--- config.mk ---
export PLATFORM = sky130hd
export DESIGN_NAME = mbox_irq
export DESIGN_NICKNAME = d
export VERILOG_FILES = /design/src/rtl/mbox_pkg.sv /design/src/rtl/mbox_snoop.sv /design/src/rtl/mbox_flag.sv /design/src/rtl/mbox_irq.sv
export SDC_FILE = /design/constraint.sdc
export NUM_CORES = 1
export LEC_CHECK = 0
export ABC_CLOCK_PERIOD_IN_PS = 800
export CAP_MARGIN = 20
export CORE_AREA = 10 10 47 49
export DETAILED_ROUTE_END_ITERATION = 6
export DIE_AREA = 0 0 57 59
export DONT_BUFFER_PORTS = 1
export MAX_ROUTING_LAYER = met4
export SYNTH_ARGS = -nofsm -noshare
export SYNTH_HDL_FRONTEND = slang
export SYNTH_HIERARCHICAL = 1
export SYNTH_SLANG_ARGS = --single-unit
--- constraint.sdc ---
create_clock -name clk -period 0.8 [get_ports clk]
set_input_delay 0.16 -clock clk [delete_from_list [all_inputs] [get_ports clk]]
set_output_delay 0.16 -clock clk [all_outputs]
set_load 0.005 [all_outputs]
--- src/rtl/mbox_pkg.sv ---
package mbox_pkg;

   typedef enum logic {
      PORT_L = 1'b0,
      PORT_R = 1'b1
   } mbox_port_e;

   localparam int unsigned NUM_PORTS = 2;

   // Mailbox word owned by a port: left owns top-1, right owns top.
   function automatic int unsigned mbox_slot(input int unsigned addr_w,
                                             input int unsigned port_idx);
      return (32'd1 << addr_w) - 32'd2 + port_idx;
   endfunction

endpackage

--- src/rtl/mbox_snoop.sv ---
module mbox_snoop #(
   parameter int unsigned ADDR_W  = 10,
   parameter int unsigned RD_SLOT = 1022,
   parameter int unsigned WR_SLOT = 1023
) (
   input  logic              sel_n,
   input  logic              wr_n,
   input  logic [ADDR_W-1:0] addr,
   output logic              wr_hit,
   output logic              rd_hit
);

   localparam logic [ADDR_W-1:0] RD_A = RD_SLOT[ADDR_W-1:0];
   localparam logic [ADDR_W-1:0] WR_A = WR_SLOT[ADDR_W-1:0];

   logic active;

   always_comb begin
      active = ~sel_n;
      wr_hit = active & ~wr_n & (addr == WR_A);
      rd_hit = active &  wr_n & (addr == RD_A);
   end

endmodule

--- src/rtl/mbox_flag.sv ---
module mbox_flag (
   input  logic clk,
   input  logic rst_n,
   input  logic en,
   input  logic set_ev,
   input  logic clr_ev,
   output logic flag_n
);

   always_ff @(posedge clk or negedge rst_n) begin
      if (!rst_n)        flag_n <= 1'b1;
      else if (!en)      flag_n <= 1'b1;
      else if (set_ev)   flag_n <= 1'b0;
      else if (clr_ev)   flag_n <= 1'b1;
   end


   set_wins_chk: assert property (@(posedge clk) disable iff (!rst_n)
      (en && set_ev && clr_ev) |=> !flag_n);


   hold_chk: assert property (@(posedge clk) disable iff (!rst_n)
      (en && !set_ev && !clr_ev) |=> $stable(flag_n));

endmodule

--- src/rtl/mbox_irq.sv ---
module mbox_irq #(
   parameter int unsigned ADDR_W = 10
) (
   input  logic              clk,
   input  logic              rst_n,
   input  logic              mbox_en,
   input  logic              l_sel_n,
   input  logic              l_wr_n,
   input  logic [ADDR_W-1:0] l_addr,
   input  logic              r_sel_n,
   input  logic              r_wr_n,
   input  logic [ADDR_W-1:0] r_addr,
   output logic              l_irq_n,
   output logic              r_irq_n
);
   import mbox_pkg::*;

   localparam int unsigned NP = NUM_PORTS;
   localparam logic [ADDR_W-1:0] L_BOX = mbox_slot(ADDR_W, 0);
   localparam logic [ADDR_W-1:0] R_BOX = mbox_slot(ADDR_W, 1);

   generate
      if (ADDR_W < 2 || ADDR_W > 31) begin : g_bad_width
         $error("mbox_irq: ADDR_W must lie in 2..31");
      end
   endgenerate

   logic [NP-1:0]     sel_n_v;
   logic [NP-1:0]     wr_n_v;
   logic [ADDR_W-1:0] addr_v [NP];
   logic [NP-1:0]     wr_hit;
   logic [NP-1:0]     rd_hit;
   logic [NP-1:0]     irq_n_v;

   assign sel_n_v[PORT_L] = l_sel_n;
   assign sel_n_v[PORT_R] = r_sel_n;
   assign wr_n_v[PORT_L]  = l_wr_n;
   assign wr_n_v[PORT_R]  = r_wr_n;
   assign addr_v[0]       = l_addr;
   assign addr_v[1]       = r_addr;
   assign l_irq_n         = irq_n_v[PORT_L];
   assign r_irq_n         = irq_n_v[PORT_R];

   genvar p;
   generate
      for (p = 0; p < NP; p++) begin : g_port
         localparam int unsigned OWN  = mbox_slot(ADDR_W, p);
         localparam int unsigned PEER = mbox_slot(ADDR_W, NP - 1 - p);

         mbox_snoop #(
            .ADDR_W  (ADDR_W),
            .RD_SLOT (OWN),
            .WR_SLOT (PEER)
         ) u_snoop (
            .sel_n  (sel_n_v[p]),
            .wr_n   (wr_n_v[p]),
            .addr   (addr_v[p]),
            .wr_hit (wr_hit[p]),
            .rd_hit (rd_hit[p])
         );

         mbox_flag u_flag (
            .clk    (clk),
            .rst_n  (rst_n),
            .en     (mbox_en),
            .set_ev (wr_hit[NP-1-p]),
            .clr_ev (rd_hit[p]),
            .flag_n (irq_n_v[p])
         );
      end
   endgenerate


   l_set_chk: assert property (@(posedge clk) disable iff (!rst_n)
      (mbox_en && !r_sel_n && !r_wr_n && r_addr == L_BOX) |=> !l_irq_n);


   r_set_chk: assert property (@(posedge clk) disable iff (!rst_n)
      (mbox_en && !l_sel_n && !l_wr_n && l_addr == R_BOX) |=> !r_irq_n);


   l_clr_chk: assert property (@(posedge clk) disable iff (!rst_n)
      (mbox_en && !l_sel_n && l_wr_n && l_addr == L_BOX &&
       !(!r_sel_n && !r_wr_n && r_addr == L_BOX)) |=> l_irq_n);


   r_clr_chk: assert property (@(posedge clk) disable iff (!rst_n)
      (mbox_en && !r_sel_n && r_wr_n && r_addr == R_BOX &&
       !(!l_sel_n && !l_wr_n && l_addr == R_BOX)) |=> r_irq_n);


   idle_chk: assert property (@(posedge clk) disable iff (!rst_n)
      (mbox_en && l_sel_n && r_sel_n) |=> ($stable(l_irq_n) && $stable(r_irq_n)));


   off_chk: assert property (@(posedge clk) disable iff (!rst_n)
      !mbox_en |=> (l_irq_n && r_irq_n));

endmodule

After elaboration in Yosys (flattened, before gate mapping)
Cells that the tools add are included.
Storage, ports and cells
  register bits after elaboration: 2
  output and inout bits: 2
  word-level logic and storage cells: 26
Operators by class
  eq/ne operators: 6
  multiplexer cells: 6
  bitwise operators: 12
Operator list (number)
  $eq 10x10->1 const B: 4
  $and 1x1->1: 8
  $mux 1: 6
  $ne 3x1->1 const B: 2
  $not 1->1: 4

Depth between registers and ports, before layout
  depth after elaboration: 6
  mapped depth: 4

Cells and area by module
Netlist, hierarchy kept.
Modules (own cells, without submodules)
  mbox_flag: times used 2, cells each 3, area an instance 35.0 sq um
  mbox_snoop (g_port[1].u_snoop): times used 1, cells each 6, area an instance 46.3 sq um
  mbox_snoop (g_port[0].u_snoop): times used 1, cells each 6, area an instance 45.0 sq um

Least setup slack after synthesis
Ideal clock, no wire load.
  kind: input port to flip-flop
  start point: input port r_wr_n
  end point: register g_port[0].u_flag.flag_n
  library setup time: 0.081 ns
  arrival: 0.862 ns
  required time: 0.719 ns
  slack: -0.143 ns
  stages: 3
  path buffers: 0
  cell sequence: or4b_1 -> nor3_2 -> o21ai_1
Between the ends
  word-level cells in the longest chain between the ends: 5
  elaborated cells on any way between the ends: 6
RTL lines
  start, declared: line mbox_irq.sv:11  | input logic r_wr_n,
  $not 1->1 (*): line mbox_snoop.sv:20  | wr_hit = active & ~wr_n & (addr == WR_A);
  $and 1x1->1 (*) (2 in series): line mbox_snoop.sv:20
  named net wr_hit[1]: line mbox_irq.sv:31  | logic [NP-1:0] wr_hit;
  $mux 1: line mbox_flag.sv:13  | else if (set_ev) flag_n <= 1'b0;
  $mux 1: line mbox_flag.sv:12  | else if (!en) flag_n <= 1'b1;
  end signal, assigned: line mbox_flag.sv:12
  end signal, assigned: line mbox_flag.sv:13
  end signal, assigned: line mbox_flag.sv:14  | else if (clr_ev) flag_n <= 1'b1;
  end, declared: line mbox_flag.sv:7  | output logic flag_n
Mark *: on every way through the listed nets, which the timed path passes. The rest lies on a longest branch.
A chain may end at the register's enable or synchronous reset.

Worst setup path after layout
  start point: register g_port[1].u_flag.flag_n
  end point: output port r_irq_n
RTL lines
  start, declared: line mbox_flag.sv:7
  start signal, assigned: line mbox_flag.sv:11  | if (!rst_n) flag_n <= 1'b1;
  start signal, assigned: line mbox_flag.sv:12
  start signal, assigned: line mbox_flag.sv:13
  end, declared: line mbox_irq.sv:14  | output logic r_irq_n
No word-level cell between the ends.

==> flow_metrics.env <==
export IMPL_tightest_slew_ns=0.193
export IMPL_nFillCells=169
export IMPL_power_per_cell_area_nw_per_um2=1540
export IMPL_area_growth_pct=38.8
export IMPL_synth_net_count=45
export IMPL_yosys_warnings=6
export IMPL_wl_met2_microns=299
export IMPL_synth_area_per_cell_sq_um=8.97
export IMPL_yosysSeqAreaShare=0.326
export IMPL_m1WireLength_microns=286
export IMPL_top_layer="met3"
export IMPL_clk_insertion_delay_late_ns=0.22
export IMPL_drv_slew=0
export IMPL_synth_distinct_cells=9
export IMPL_start_util=0.115
export IMPL_p_leak_nw=0.0604
export IMPL_critPathMaxFanout=2
export IMPL_cts_tree="done"
export IMPL_rows=14
export IMPL_synthSimpleGateAreaFrac=0.612
export IMPL_period_share=1.15
export IMPL_die_area_sq_um=3360
export IMPL_layout_commonest_cell="nand4_1"
export IMPL_clockRootBuffer="clkbuf_4"
export IMPL_top_regs="g_port.u_flag/flag_n: 2 flops"
export IMPL_end_kind="output pin"
export IMPL_synth_seq_cells=2
export IMPL_regMostFlops="g_port.u_flag/flag_n"
export IMPL_largest_reg_flops=2
export IMPL_synth_top_family_by_area="simple AND/OR/NAND/NOR gates"
export IMPL_antenna_cells=0
export IMPL_rsz0062_at_grt="yes"
export IMPL_fin_nets=52
export IMPL_mostFrequentLayoutCells="nand4_1 (4), clkbuf_4 (3), nor3_1 (3)"
export IMPL_hold_class="input port to flop"
export IMPL_track_usage=0.0497
export IMPL_min_period_ns=0.920
export IMPL_setup_ws_ns=-0.120
export IMPL_drt_total_wl_microns=765
export IMPL_synthCells=18
export IMPL_num_vias=194
export IMPL_ctsResizeCount=0
export IMPL_max_freq_mhz=1090
export IMPL_worstPathArrival_ns=0.76
export IMPL_hold_violations=0
export IMPL_yosys_area_share_adder=0
export IMPL_first_pass_iters=2
export IMPL_pin_count=29
export IMPL_clock_sinks=2
export IMPL_ant_nets=0
export IMPL_grt_pass1_wl_mm=1.14
export IMPL_setup_viol=2
export IMPL_drt_iter0_markers=2
export IMPL_numCtsBuffers=3
export IMPL_synth_xor_area_frac=0
export IMPL_antenna_found_initial=0
export IMPL_io_buffers=0
export IMPL_synth_area_sq_um=161
export IMPL_clk_path_buf_depth=2
export IMPL_worst_hold_slack_ns=0.205
export IMPL_ir_drop_mv=0.357
export IMPL_grt_start_max_net_pins=3
export IMPL_drive_above_1_share=0.261
export IMPL_final_core_util=0.160
export IMPL_clock_skew_final_ns=0
export IMPL_muxShareOfSynthArea=0
export IMPL_path_clk_slew_ns=0.03
export IMPL_overflow=0
export IMPL_met3_length_microns=180
export IMPL_die_h_microns=59
export IMPL_synth_compound_area_frac=0.0620
export IMPL_die_w_microns=57
export IMPL_core_area_sq_um=1400
export IMPL_power_w=0.000345
export IMPL_gp_congestion=0.612
export IMPL_maxCapViolCount=0
export IMPL_cts_htree_levels=1
export IMPL_status="finished with violations"
export IMPL_viasPerCell=4.97
export IMPL_required_ns=0.64
export IMPL_grt_pass1_vias=251
export IMPL_slew_headroom=0.870
export IMPL_cp_start_kind="flop"
export IMPL_violations="negative setup slack"
export IMPL_wl_per_cell_microns=19.6
export IMPL_drc=0
export IMPL_crit_type="flop to output pin"
==> synthesized netlist by cell type <==
cell type  number  share of area
nand4_1         4           0.16
nor3_1          3          0.093
dfstp_2         2           0.33
nand4bb_1       2           0.14
nor2_1          2          0.047
o21ai_1         2          0.062
nand4b_1        1          0.054
nor3_2          1          0.062
or4b_1          1          0.062
==> cell families after synthesis <==
group	after synthesis
flip-flops	2
AND/OR/NAND/NOR	14
AO/OA/AOI/OAI	2
==> final cells by class <==
class	count	area, sq um	share of cell area
clock buffer	3	22.5	0.101
multi-input combinational	16	109	0.486
sequential	2	52.6	0.235
tap	16	20.0	0.0894
timing repair buffer	2	20.0	0.0894
==> final timing paths <==
| path | from | slack, ns | depth (start not counted) | to |
|---|---|---|---|---|
| worst max-delay path | g_port[1].u_flag/flag_n | -0.12 | 0 | r_irq_n |
| worst min-delay path | l_addr[0] | 0.21 | 3 | g_port[1].u_flag/flag_n |
| worst max register to register | g_port[1].u_flag/flag_n | 0.02 | 2 | g_port[1].u_flag/flag_n |
| worst min register to register | g_port[1].u_flag/flag_n | 0.53 | 2 | g_port[1].u_flag/flag_n |
| max in group asynchronous | rst_n | 0.41 | 1 | g_port[0].u_flag/flag_n |
| min in group asynchronous | rst_n | 0.37 | 1 | g_port[1].u_flag/flag_n |
==> through the flow <==
step           instances  setup TNS, ns  instance area (sq um)  worst slack (ns)
2_1_floorplan         18         -0.143                    161            -0.143
3_3_place_gp          34         -0.185                    181            -0.185
3_5_place_dp          34         -0.196                    181            -0.194
4_1_cts               39         -0.261                    224            -0.134
5_1_grt               39         -0.332                    224            -0.155
6_report              39         -0.230                    224            -0.120
==> tightest hold or removal path: cells and delay by family <==
kind / cells / cell delay (ns)
and+or+nand+nor: 2 / 0.12
AOI/OAI and AO/OA: 1 / 0.11
==> power breakdown <==
| part | total, W | internal, W | switching (W) |
|---|---|---|---|
| clock network | 0.000219 | 0.000165 | 0.0000537 |
| registers | 0.000102 | 0.000102 | 0.0000000314 |
| logic | 0.0000237 | 0.0000160 | 0.00000773 |
| total | 0.000345 | 0.000284 | 0.0000614 |
==> what timing repair did <==
action | 4_1_cts | 5_1_grt
setup buffers | 0 | 0
pin swaps | 0 | 2
hold endpoints to repair | 4 | 0
hold buffers | 2 | 0
endpoints found under the setup margin | 2 | 4
==> metal layers <==
| metal | track usage | up-vias |
|---|---|---|
| met3 | 0.0579 | 0 |
| met2 | 0.0543 | 25 |
| met1 | 0.0415 | 82 |
| met4 | 0.0503 | 0 |
| met5 | - | - |
| li1 | - | 87 |
Power figures use the tool's default switching activity.
